### config.mk
export PLATFORM = sky130hd
export DESIGN_NAME = wk_backend
export DESIGN_NICKNAME = d
export VERILOG_FILES = /design/src/rtl/wk_pkg.sv /design/src/rtl/wk_ctrl.sv /design/src/rtl/wk_chan_latch.sv /design/src/rtl/wk_shift_seg.sv /design/src/rtl/wk_backend.sv
export SDC_FILE = /design/constraint.sdc
export NUM_CORES = 1
export LEC_CHECK = 0
export BUFFER_PORTS_ARGS = -buffer_cell sky130_fd_sc_hd__buf_2
export CAP_MARGIN = 20
export CORE_ASPECT_RATIO = 0.7
export CORE_UTILIZATION = 50
export DETAILED_ROUTE_END_ITERATION = 16
export PLACE_DENSITY_LB_ADDON = 0.12
export REMOVE_ABC_BUFFERS = 1
export SETUP_SLACK_MARGIN = 0.15
export SYNTH_ARGS = -nofsm -noshare
export SYNTH_HDL_FRONTEND = slang
export SYNTH_SLANG_ARGS = --single-unit
### constraint.sdc
create_clock -name clk -period 5.04 [get_ports clk]
set_input_delay 0.252 -clock clk [delete_from_list [all_inputs] [get_ports clk]]
set_output_delay 0.252 -clock clk [all_outputs]
set_load 0.01 [all_outputs]
### src/rtl/wk_pkg.sv
package wk_pkg;

    typedef enum logic [2:0] {
        ST_IDLE,
        ST_CONVERT,
        ST_LOAD,
        ST_SHIFT,
        ST_DONE
    } wk_state_e;

endpackage

### src/rtl/wk_ctrl.sv
// Shared control: sequencing FSM, Gray conversion counter, shift counter.
module wk_ctrl
    import wk_pkg::*;
#(
    parameter int W   = 10,
    parameter int NCH = 32
) (
    input  logic         clk,
    input  logic         rst_n,
    input  logic         start,
    input  logic         shift_en,
    output wk_state_e    state,
    output logic [W-1:0] cnt_bin,
    output logic [W-1:0] cnt_gray,
    output logic         clr,
    output logic         arm,
    output logic         load,
    output logic         shift,
    output logic         done
);

    localparam int NBITS = NCH * W;
    localparam int SCW   = $clog2(NBITS + 1);
    localparam logic [W-1:0]   FULL     = '1;
    localparam logic [SCW-1:0] LAST_SH  = SCW'(NBITS - 1);

    wk_state_e      state_q, state_d;
    logic [W-1:0]   cnt_q;
    logic [SCW-1:0] sc_q;
    logic           accept;

    assign accept = start && (state_q == ST_IDLE || state_q == ST_DONE);

    // state register
    always_ff @(posedge clk or negedge rst_n) begin
        if (!rst_n) state_q <= ST_IDLE;
        else        state_q <= state_d;
    end

    // next state
    always_comb begin
        state_d = state_q;
        unique case (state_q)
            ST_IDLE:    if (start) state_d = ST_CONVERT;
            ST_CONVERT: if (cnt_q == FULL) state_d = ST_LOAD;
            ST_LOAD:    state_d = ST_SHIFT;
            ST_SHIFT:   if (shift_en && sc_q == LAST_SH) state_d = ST_DONE;
            ST_DONE:    if (start) state_d = ST_CONVERT;
            default:    state_d = ST_IDLE;
        endcase
    end

    // conversion counter, binary inside, Gray outside
    always_ff @(posedge clk or negedge rst_n) begin
        if (!rst_n)                                   cnt_q <= '0;
        else if (accept)                              cnt_q <= '0;
        else if (state_q == ST_CONVERT && cnt_q != FULL) cnt_q <= cnt_q + W'(1);
    end

    // readout bit counter
    always_ff @(posedge clk or negedge rst_n) begin
        if (!rst_n)                  sc_q <= '0;
        else if (state_q == ST_LOAD) sc_q <= '0;
        else if (shift)              sc_q <= sc_q + SCW'(1);
    end

    // outputs
    always_comb begin
        state    = state_q;
        cnt_bin  = cnt_q;
        cnt_gray = cnt_q ^ (cnt_q >> 1);
        clr      = accept;
        arm      = (state_q == ST_CONVERT);
        load     = (state_q == ST_LOAD);
        shift    = (state_q == ST_SHIFT) && shift_en;
        done     = (state_q == ST_DONE);
    end

endmodule

### src/rtl/wk_chan_latch.sv
// Per-channel comparator synchronizer, edge detect and first-hit latch.
module wk_chan_latch #(
    parameter int W = 10
) (
    input  logic         clk,
    input  logic         rst_n,
    input  logic         cmp_in,
    input  logic         clr,
    input  logic         arm,
    input  logic [W-1:0] gray,
    output logic [W-1:0] word,
    output logic         fired
);

    logic [2:0] sy_q;
    logic       rise;

    always_ff @(posedge clk or negedge rst_n) begin
        if (!rst_n) sy_q <= '0;
        else        sy_q <= {sy_q[1:0], cmp_in};
    end

    assign rise = sy_q[1] & ~sy_q[2];

    always_ff @(posedge clk or negedge rst_n) begin
        if (!rst_n) begin
            word  <= '0;
            fired <= 1'b0;
        end else if (clr) begin
            word  <= '0;
            fired <= 1'b0;
        end else if (arm && rise && !fired) begin
            word  <= gray;
            fired <= 1'b1;
        end
    end

endmodule

### src/rtl/wk_shift_seg.sv
// One channel's segment of the serial readout chain.
module wk_shift_seg #(
    parameter int W = 10
) (
    input  logic         clk,
    input  logic         rst_n,
    input  logic         load,
    input  logic         shift,
    input  logic [W-1:0] pdata,
    input  logic         sin,
    output logic [W-1:0] q
);

    always_ff @(posedge clk or negedge rst_n) begin
        if (!rst_n)     q <= '0;
        else if (load)  q <= pdata;
        else if (shift) q <= {q[W-2:0], sin};
    end

endmodule

### src/rtl/wk_backend.sv
// Top: shared control, NCH capture channels, chained readout.
module wk_backend
    import wk_pkg::*;
#(
    parameter int NCH = 32,
    parameter int W   = 10
) (
    input  logic           clk,
    input  logic           rst_n,
    input  logic           start,
    input  logic           shift_en,
    input  logic [NCH-1:0] cmp,
    output logic           sdata,
    output logic           done
);

    localparam logic [W-1:0] FS_BIN  = '1;
    localparam logic [W-1:0] FS_GRAY = FS_BIN ^ (FS_BIN >> 1);

    wk_state_e      state_w;
    logic [W-1:0]   cnt_bin, cnt_gray;
    logic           clr, arm, load, shift;
    logic [NCH-1:0] fired;
    logic [W-1:0]   word  [NCH];
    logic [W-1:0]   seg_q [NCH];
    logic [NCH-1:0] sin_w;

    wk_ctrl #(.W(W), .NCH(NCH)) u_ctrl (
        .clk      (clk),
        .rst_n    (rst_n),
        .start    (start),
        .shift_en (shift_en),
        .state    (state_w),
        .cnt_bin  (cnt_bin),
        .cnt_gray (cnt_gray),
        .clr      (clr),
        .arm      (arm),
        .load     (load),
        .shift    (shift),
        .done     (done)
    );

    for (genvar i = 0; i < NCH; i++) begin : g_ch
        logic [W-1:0] pdata;

        wk_chan_latch #(.W(W)) u_lat (
            .clk    (clk),
            .rst_n  (rst_n),
            .cmp_in (cmp[i]),
            .clr    (clr),
            .arm    (arm),
            .gray   (cnt_gray),
            .word   (word[i]),
            .fired  (fired[i])
        );

        assign pdata = fired[i] ? word[i] : FS_GRAY;

        if (i == NCH - 1) begin : g_tail
            assign sin_w[i] = 1'b0;
        end else begin : g_link
            assign sin_w[i] = seg_q[i+1][W-1];
        end

        wk_shift_seg #(.W(W)) u_seg (
            .clk   (clk),
            .rst_n (rst_n),
            .load  (load),
            .shift (shift),
            .pdata (pdata),
            .sin   (sin_w[i]),
            .q     (seg_q[i])
        );
    end

    assign sdata = seg_q[0][W-1];

endmodule

* After elaboration in Yosys (flattened, before gate mapping)
Index checks and enable logic that the tools add are counted.
** Storage, ports and cells
- Flip-flop bits (word level) :: 790
- Bits of input ports :: 36
- Memory bits (read-only) :: 0
- Bits in latches :: 0
- Memories :: 0
- RAM bits :: 0
- Logic and storage cells :: 578
** Operators by class
- Reductions and logical operators :: 138
- Bitwise gates (word level) :: 65
- Multiply operators :: 0
- Equal/unequal tests :: 10
- Add/subtract/negate cells :: 2
- Shift operators :: 0
- Muxes and demuxes :: 232
- Magnitude comparators :: 0
- Div/mod/pow operators :: 0
** Operator list (number)
- $mux 10 :: 162
- $logic_and 1x1->1 :: 68
- $reduce_bool 2->1 :: 34
- $mux 1 :: 64
- $and 1x1->1 :: 32
- $logic_not 1->1 :: 32
- $not 1->1 :: 32
- $mux 9 :: 2
- $pmux 3 s4 :: 1
- $add 10x1->10 const B :: 1
- $eq 10x10->1 const B :: 1
- $ne 10x10->1 const B :: 1
- $xor 10x9->10 :: 1
- $add 9x1->9 const B :: 1
- $eq 9x9->1 const B :: 1
- $mux 3 :: 3
- $eq 3x2->1 const B :: 2
- $ne 2x1->1 const B :: 2
- $eq 3x1->1 const B :: 1
- $eq 3x3->1 const B :: 1
- $logic_not 3->1 :: 1
- $reduce_and 3->1 :: 1
- $ne 2x2->1 const B :: 1
- $reduce_or 2->1 :: 1
- $logic_or 1x1->1 :: 1

* Longest topological paths before layout
- Depth in word-level cells :: 6
- Depth in mapped cells :: 8

* By module
A second synthesis with hierarchy kept.
** Second synthesis, totals
- Cell total of the unflattened synthesis :: 2790
- Area total of the unflattened synthesis :: 34311.7 um^2
** By module, submodules not included
- wk_chan_latch :: instances 32, area each 504.2 um^2, cells each 30
- wk_shift_seg :: instances 32, area each 462.9 um^2, cells each 43
- wk_backend :: instances 1, area each 2005.7 um^2, cells each 321
- wk_ctrl :: instances 1, area each 1356.3 um^2, cells each 133

* Worst setup path before layout
Ideal clock, no wire load.
- Path type :: register to register
- From :: register u_ctrl.state_q[0], in the netlist u_ctrl.state[0]
- To :: register g_ch[4].u_lat.word[0]
- Setup time :: 0.132 ns
- Required time :: 4.908 ns
- Stages on the path, launching flop included :: 9
- Data arrival time :: 1.748 ns
- Setup slack :: 3.160 ns
- Cells stage by stage :: dfrtp_1 -> buf_4 -> or3b_1 -> buf_6 -> buf_12 -> nor4b_4 -> buf_6 -> mux2i_1 -> nor2_1
** On the way
- Longest elaborated chain between the ends :: 4
** Ends and longest elaborated chain
- from (decl) :: line wk_ctrl.sv:27 : wk_state_e state_q, state_d;
- from (signal assigned) :: line wk_ctrl.sv:37 : else state_q <= state_d;
- $eq 3x3->1 (tied with other cells) :: line wk_ctrl.sv:32 : assign accept = start && (state_q == ST_IDLE || state_q == ST_DONE);
- $logic_or 1x1->1 / $logic_and 1x1->1 (equally long branches) :: line wk_ctrl.sv:32, wk_chan_latch.sv:32
- $logic_and 1x1->1, on equally long branches :: line wk_ctrl.sv:32, wk_chan_latch.sv:32
- $mux 10 / $reduce_bool 2->1 (equally long branches)
- to (signal assigned) :: line wk_chan_latch.sv:33 : word <= gray;
- to (decl) :: line wk_chan_latch.sv:11 : output logic [W-1:0] word,
Several ways; a longest one is shown, not always the timed one.
A chain may end at the register's enable or synchronous reset.

* Worst setup path in the final report
- From :: register u_ctrl.state_q[1], in the netlist u_ctrl.state[1]
- To :: register g_ch[11].u_seg.q[1]
** On the way
- Longest elaborated chain between the ends :: 3
** Ends and longest elaborated chain
- $eq 3x2->1 :: line wk_ctrl.sv:75 : shift = (state_q == ST_SHIFT) && shift_en;
- $logic_and 1x1->1 :: line wk_ctrl.sv:75
- $reduce_bool 2->1 (no source line)
- to (signal assigned) :: line wk_shift_seg.sv:16 : else if (load) q <= pdata;
- to (signal assigned) :: line wk_shift_seg.sv:17 : else if (shift) q <= {q[W-2:0], sin};
- to (decl) :: line wk_shift_seg.sv:11 : output logic [W-1:0] q
Several ways; a longest one is shown, not always the timed one.

==> out/results.tsv <==
metric	value	unit
outcome	finished, final reports clean	
HP Start	shift_en	
post-layout util	55.83	%
synthesized area per cell	12.41	µm²
sequential cell area fraction in the yosys report	61.67	%
required time of the critical path	5600	ps
clock latency on the worst-skew pair	630	ps
CTS tree	built	
Comb pwr share	27.2	%
FF-to-FF path depth	5	
cts bufs inserted	76	
Starting Density	50.64	%
crit-path cells	and4b_4 -> nor2_4 -> buf_12 -> a222oi_1 -> inv_1	
grt total ovfl	0	
Net Switching	0.007961	W
main combinational cell family by area after synthesis	compound AO/OA/AOI/OAI gates	
Most used DFF post-synth	dfrtp_1	
Final HPWL DP	37260	µm
hold endpoint	u_ctrl.state[2]	
RSZ-0062 raised after global routing	false	
Worst-Margin Slew	1137	ps
layout cells sized above 1	9.052	%
post-route cell area	35340	µm²
post-synthesis instance total	2584	
initial antenna violation count	0	
Hold Crit Depth	5	
final slew viol count	0	
post-synth cell types	45	
All-Layer GR Usage	23.00	%
biggest cell delay along the critical path	750	ps
Sequential Power Share	47.1	%
Sink Count	790	
Synth Area in Simple Gates	9.110	%
Post-route DRC	0	
post-DR wirelength/cell	21.37	µm
Area contributors post-synth	dfrtp_1 62%, mux2i_1 10%, a222oi_1 9.0%, nor2_1 4.6%, inv_1 3.8%	
final wirelength	73210	µm
highest ir drop seen on vdd	0.0005078	V
XOR/XNOR Fraction of Synth Area	0.1913	%
routability cong.	0.7446	
Post-Synth Adder-Cell Area	0.3903	%
Power Density	638.0	nW/µm²
DR vias	20380	
fmax	326.9	MHz
first-pass GRT wire length	117800	µm
total power	0.02255	W
Compound-Gate Fraction of Synth Area	10.98	%
arrival time worst endpoint	3620	ps
YS warnings	0	
IO buf count	37	
Worst slew margin	24.21	%
vias in the first global route	20390	
critical path peak fanout	212	
P_leak	16.11	nW
CP max-delay cell	nor2_4	
routed vias/inst	5.951	
Layout Nets	2581	
CP endpoint kind	flip-flop	
worst setup margin	1981	ps
Placed Instance Area	32450	µm²
crit path kind	reg2reg	
Clock Skew	24.77	ps
Hold Vio Cnt, Final	0	
largest net degree at the start of global routing	213	
CP startpoint kind	flip-flop	
R2R Path End	g_ch[11].u_seg.q[1]	
drt pass-1 iters	10	
Final min period	3059	ps
post-route clock period utilization	60.70	%
Root Buffer	clkbuf_16	
internal power	0.01459	W
Min-Delay Path Class	in2reg	
Layout fillers	5286	
post-synthesis cell area	32060	µm²
# rows	77	
n_diodes	0	
MaxCap Viol Count	0	
startpoint of the worst register-to-register path	u_ctrl.state[1]	
core area	63300	µm²
Area Growth Syn to Fin	10.25	%
H-tree levels	3	
1st-iter DRT viols	2825	
chip height	213.8	µm
area leader, netlist	dfrtp_1	
die area	65140	µm²
pre-CTS setup slack	2061	ps
mux cell area share after synthesis	10.05	%
FF-to-FF setup slack	1980	ps
top-area cell type share of the netlist area	61.67	%
antenna viol nets, final	0	
number of synthesized flops with an enable pin	0	
clock buffer depth	3	
synthesized flop and latch total	790	
Die X	304.6	µm
Clk pwr share	25.7	%
Top Ports	38	
CTS clock-pin slew for the worst setup and hold paths	60	ps
Switching Fraction	35.31	%
Final Setup Violations	0	
worst hold margin	93.55	ps
Post-synth ARST share	100.0	%
-- cell usage after synthesis, types with 2 or more instances --
| cell type | count |
|---|---|
| o211ai_1 | 3 |
| buf_4 | 2 |
| nor3b_1 | 34 |
| buf_1 | 14 |
| xor2_1 | 3 |
| clkbuf_1 | 109 |
| buf_2 | 65 |
| o21ai_0 | 6 |
| nor2_1 | 393 |
| nand3_1 | 5 |
| dfrtp_1 | 790 |
| ha_1 | 10 |
| nand2_1 | 15 |
| xnor2_1 | 4 |
| nor4b_4 | 31 |
| a221o_1 | 32 |
| nor4_1 | 2 |
| nand3b_1 | 2 |
| buf_6 | 33 |
| mux2i_1 | 322 |
| inv_1 | 321 |
| nand4b_1 | 2 |
| buf_12 | 3 |
| a222oi_1 | 287 |
| a21oi_1 | 38 |
| or3_1 | 4 |
| o31ai_1 | 2 |
| nand4_1 | 2 |
| and2_1 | 34 |
-- final cells by class --
| type | instances | area (µm²) | area share, % |
|---|---|---|---|
| timing repair buffer | 99 | 883.3 | 2.500 |
| clock buffer | 115 | 2292 | 6.486 |
| tap | 829 | 1037 | 2.935 |
| inverter | 321 | 1205 | 3.409 |
| multi-input combinational | 1247 | 9894 | 28.00 |
| sequential | 790 | 19770 | 55.94 |
| clock inverter | 24 | 257.7 | 0.7293 |
-- worst max-delay path: cells and delay by family, from the launching register on --
kind	cells	cell delay, ps
simple gates	2	1160
flops	1	480
compound gates	1	300
buf+inv	2	770
-- routing by layer --
layer | track usage (%) | wire length (µm)
met1 | 33.58 | 34940
met2 | 36.13 | 33040
met3 | 3.271 | 3556
met4 | 6.548 | 1676
met5 | 0 | 0
-- sequential cells by signal (all words and copies together) (netlist names) --
register	cells
u_ctrl.sc_q	9
g_ch.u_lat.sy_q	96
g_ch.u_lat.word	320
u_ctrl.state	3
u_ctrl.cnt_bin	10
g_ch.u_lat.fired	32
g_ch.u_seg.q	320
-- per-stage QoR --
stage | setup TNS, ps | std cells
after CTS | 0 | 3425
after floorplan | -6809140 | 2358
after global placement | 0 | 3252
final | 0 | 3425
after detailed placement | 0 | 3252
after global routing | 0 | 3425
-- placed cells by master (no fill, tap or decap), drive strengths merged, types with 2 or more instances in the layout --
| cell type | count |
|---|---|
| nor3b | 34 |
| or3b | 2 |
| nor2 | 393 |
| nor4 | 2 |
| and2 | 34 |
| xnor2 | 4 |
| nand2 | 15 |
| or3 | 4 |
| nand4 | 2 |
| clkinvlp | 3 |
| nand3b | 2 |
| inv | 323 |
| dlygate4sd3 | 34 |
| bufinv | 4 |
| o31ai | 2 |
| nor4b | 32 |
| o211ai | 3 |
| xor2 | 3 |
| dfrtp | 790 |
| nand3 | 5 |
| ha | 10 |
| o21ai | 6 |
| buf | 65 |
| mux2i | 322 |
| a222oi | 287 |
| a21oi | 38 |
| clkbuf | 115 |
| nand4b | 2 |
| clkinv | 15 |
| a221o | 32 |
-- repair_timing --
| item | CTS | global route |
|---|---|---|
| hold buffers | 34 | 0 |
| hold endpoints to repair | 144 | 0 |
| resized for setup | 0 | 0 |
| buffers inserted | 0 | 0 |
-- worst max path at each step --
stage,end,cells past startpoint,slack [ps],start
after floorplan,g_ch[0].u_seg.q[8],4,-19150,u_ctrl.state[2]
after global placement,g_ch[18].u_seg.q[3],5,2100,u_ctrl.state[0]
after detailed placement,g_ch[27].u_lat.word[4],5,2060,u_ctrl.state[1]
after CTS,g_ch[6].u_lat.word[5],5,2050,u_ctrl.state[1]
after global routing,g_ch[12].u_seg.q[4],5,1840,u_ctrl.state[2]
final,g_ch[11].u_seg.q[1],5,1980,u_ctrl.state[1]
-- power groups by stage --
stage	registers (W)	clock network (W)	logic, W
6_report	0.0106	0.00579	0.00613
3_5_place_dp	0.0107	0	0.00622
4_1_cts	0.0106	0.00595	0.00624
2_1_floorplan	0.0102	0	0.00412
3_3_place_gp	0.0106	0	0.00599
5_1_grt	0.0109	0.00619	0.00681
-- logic make-up (layout without fill, tap and decap cells) --
family	Yosys count	count (layout)
buffers and inverters	547	559
AO/OA/AOI/OAI	375	375
flip-flops	790	790
multiplexers	322	322
adder cells (fa/ha/maj)	10	10
AND/OR/NAND/NOR	533	533
XOR/XNOR	7	7
(Power assumes the default switching activity.)
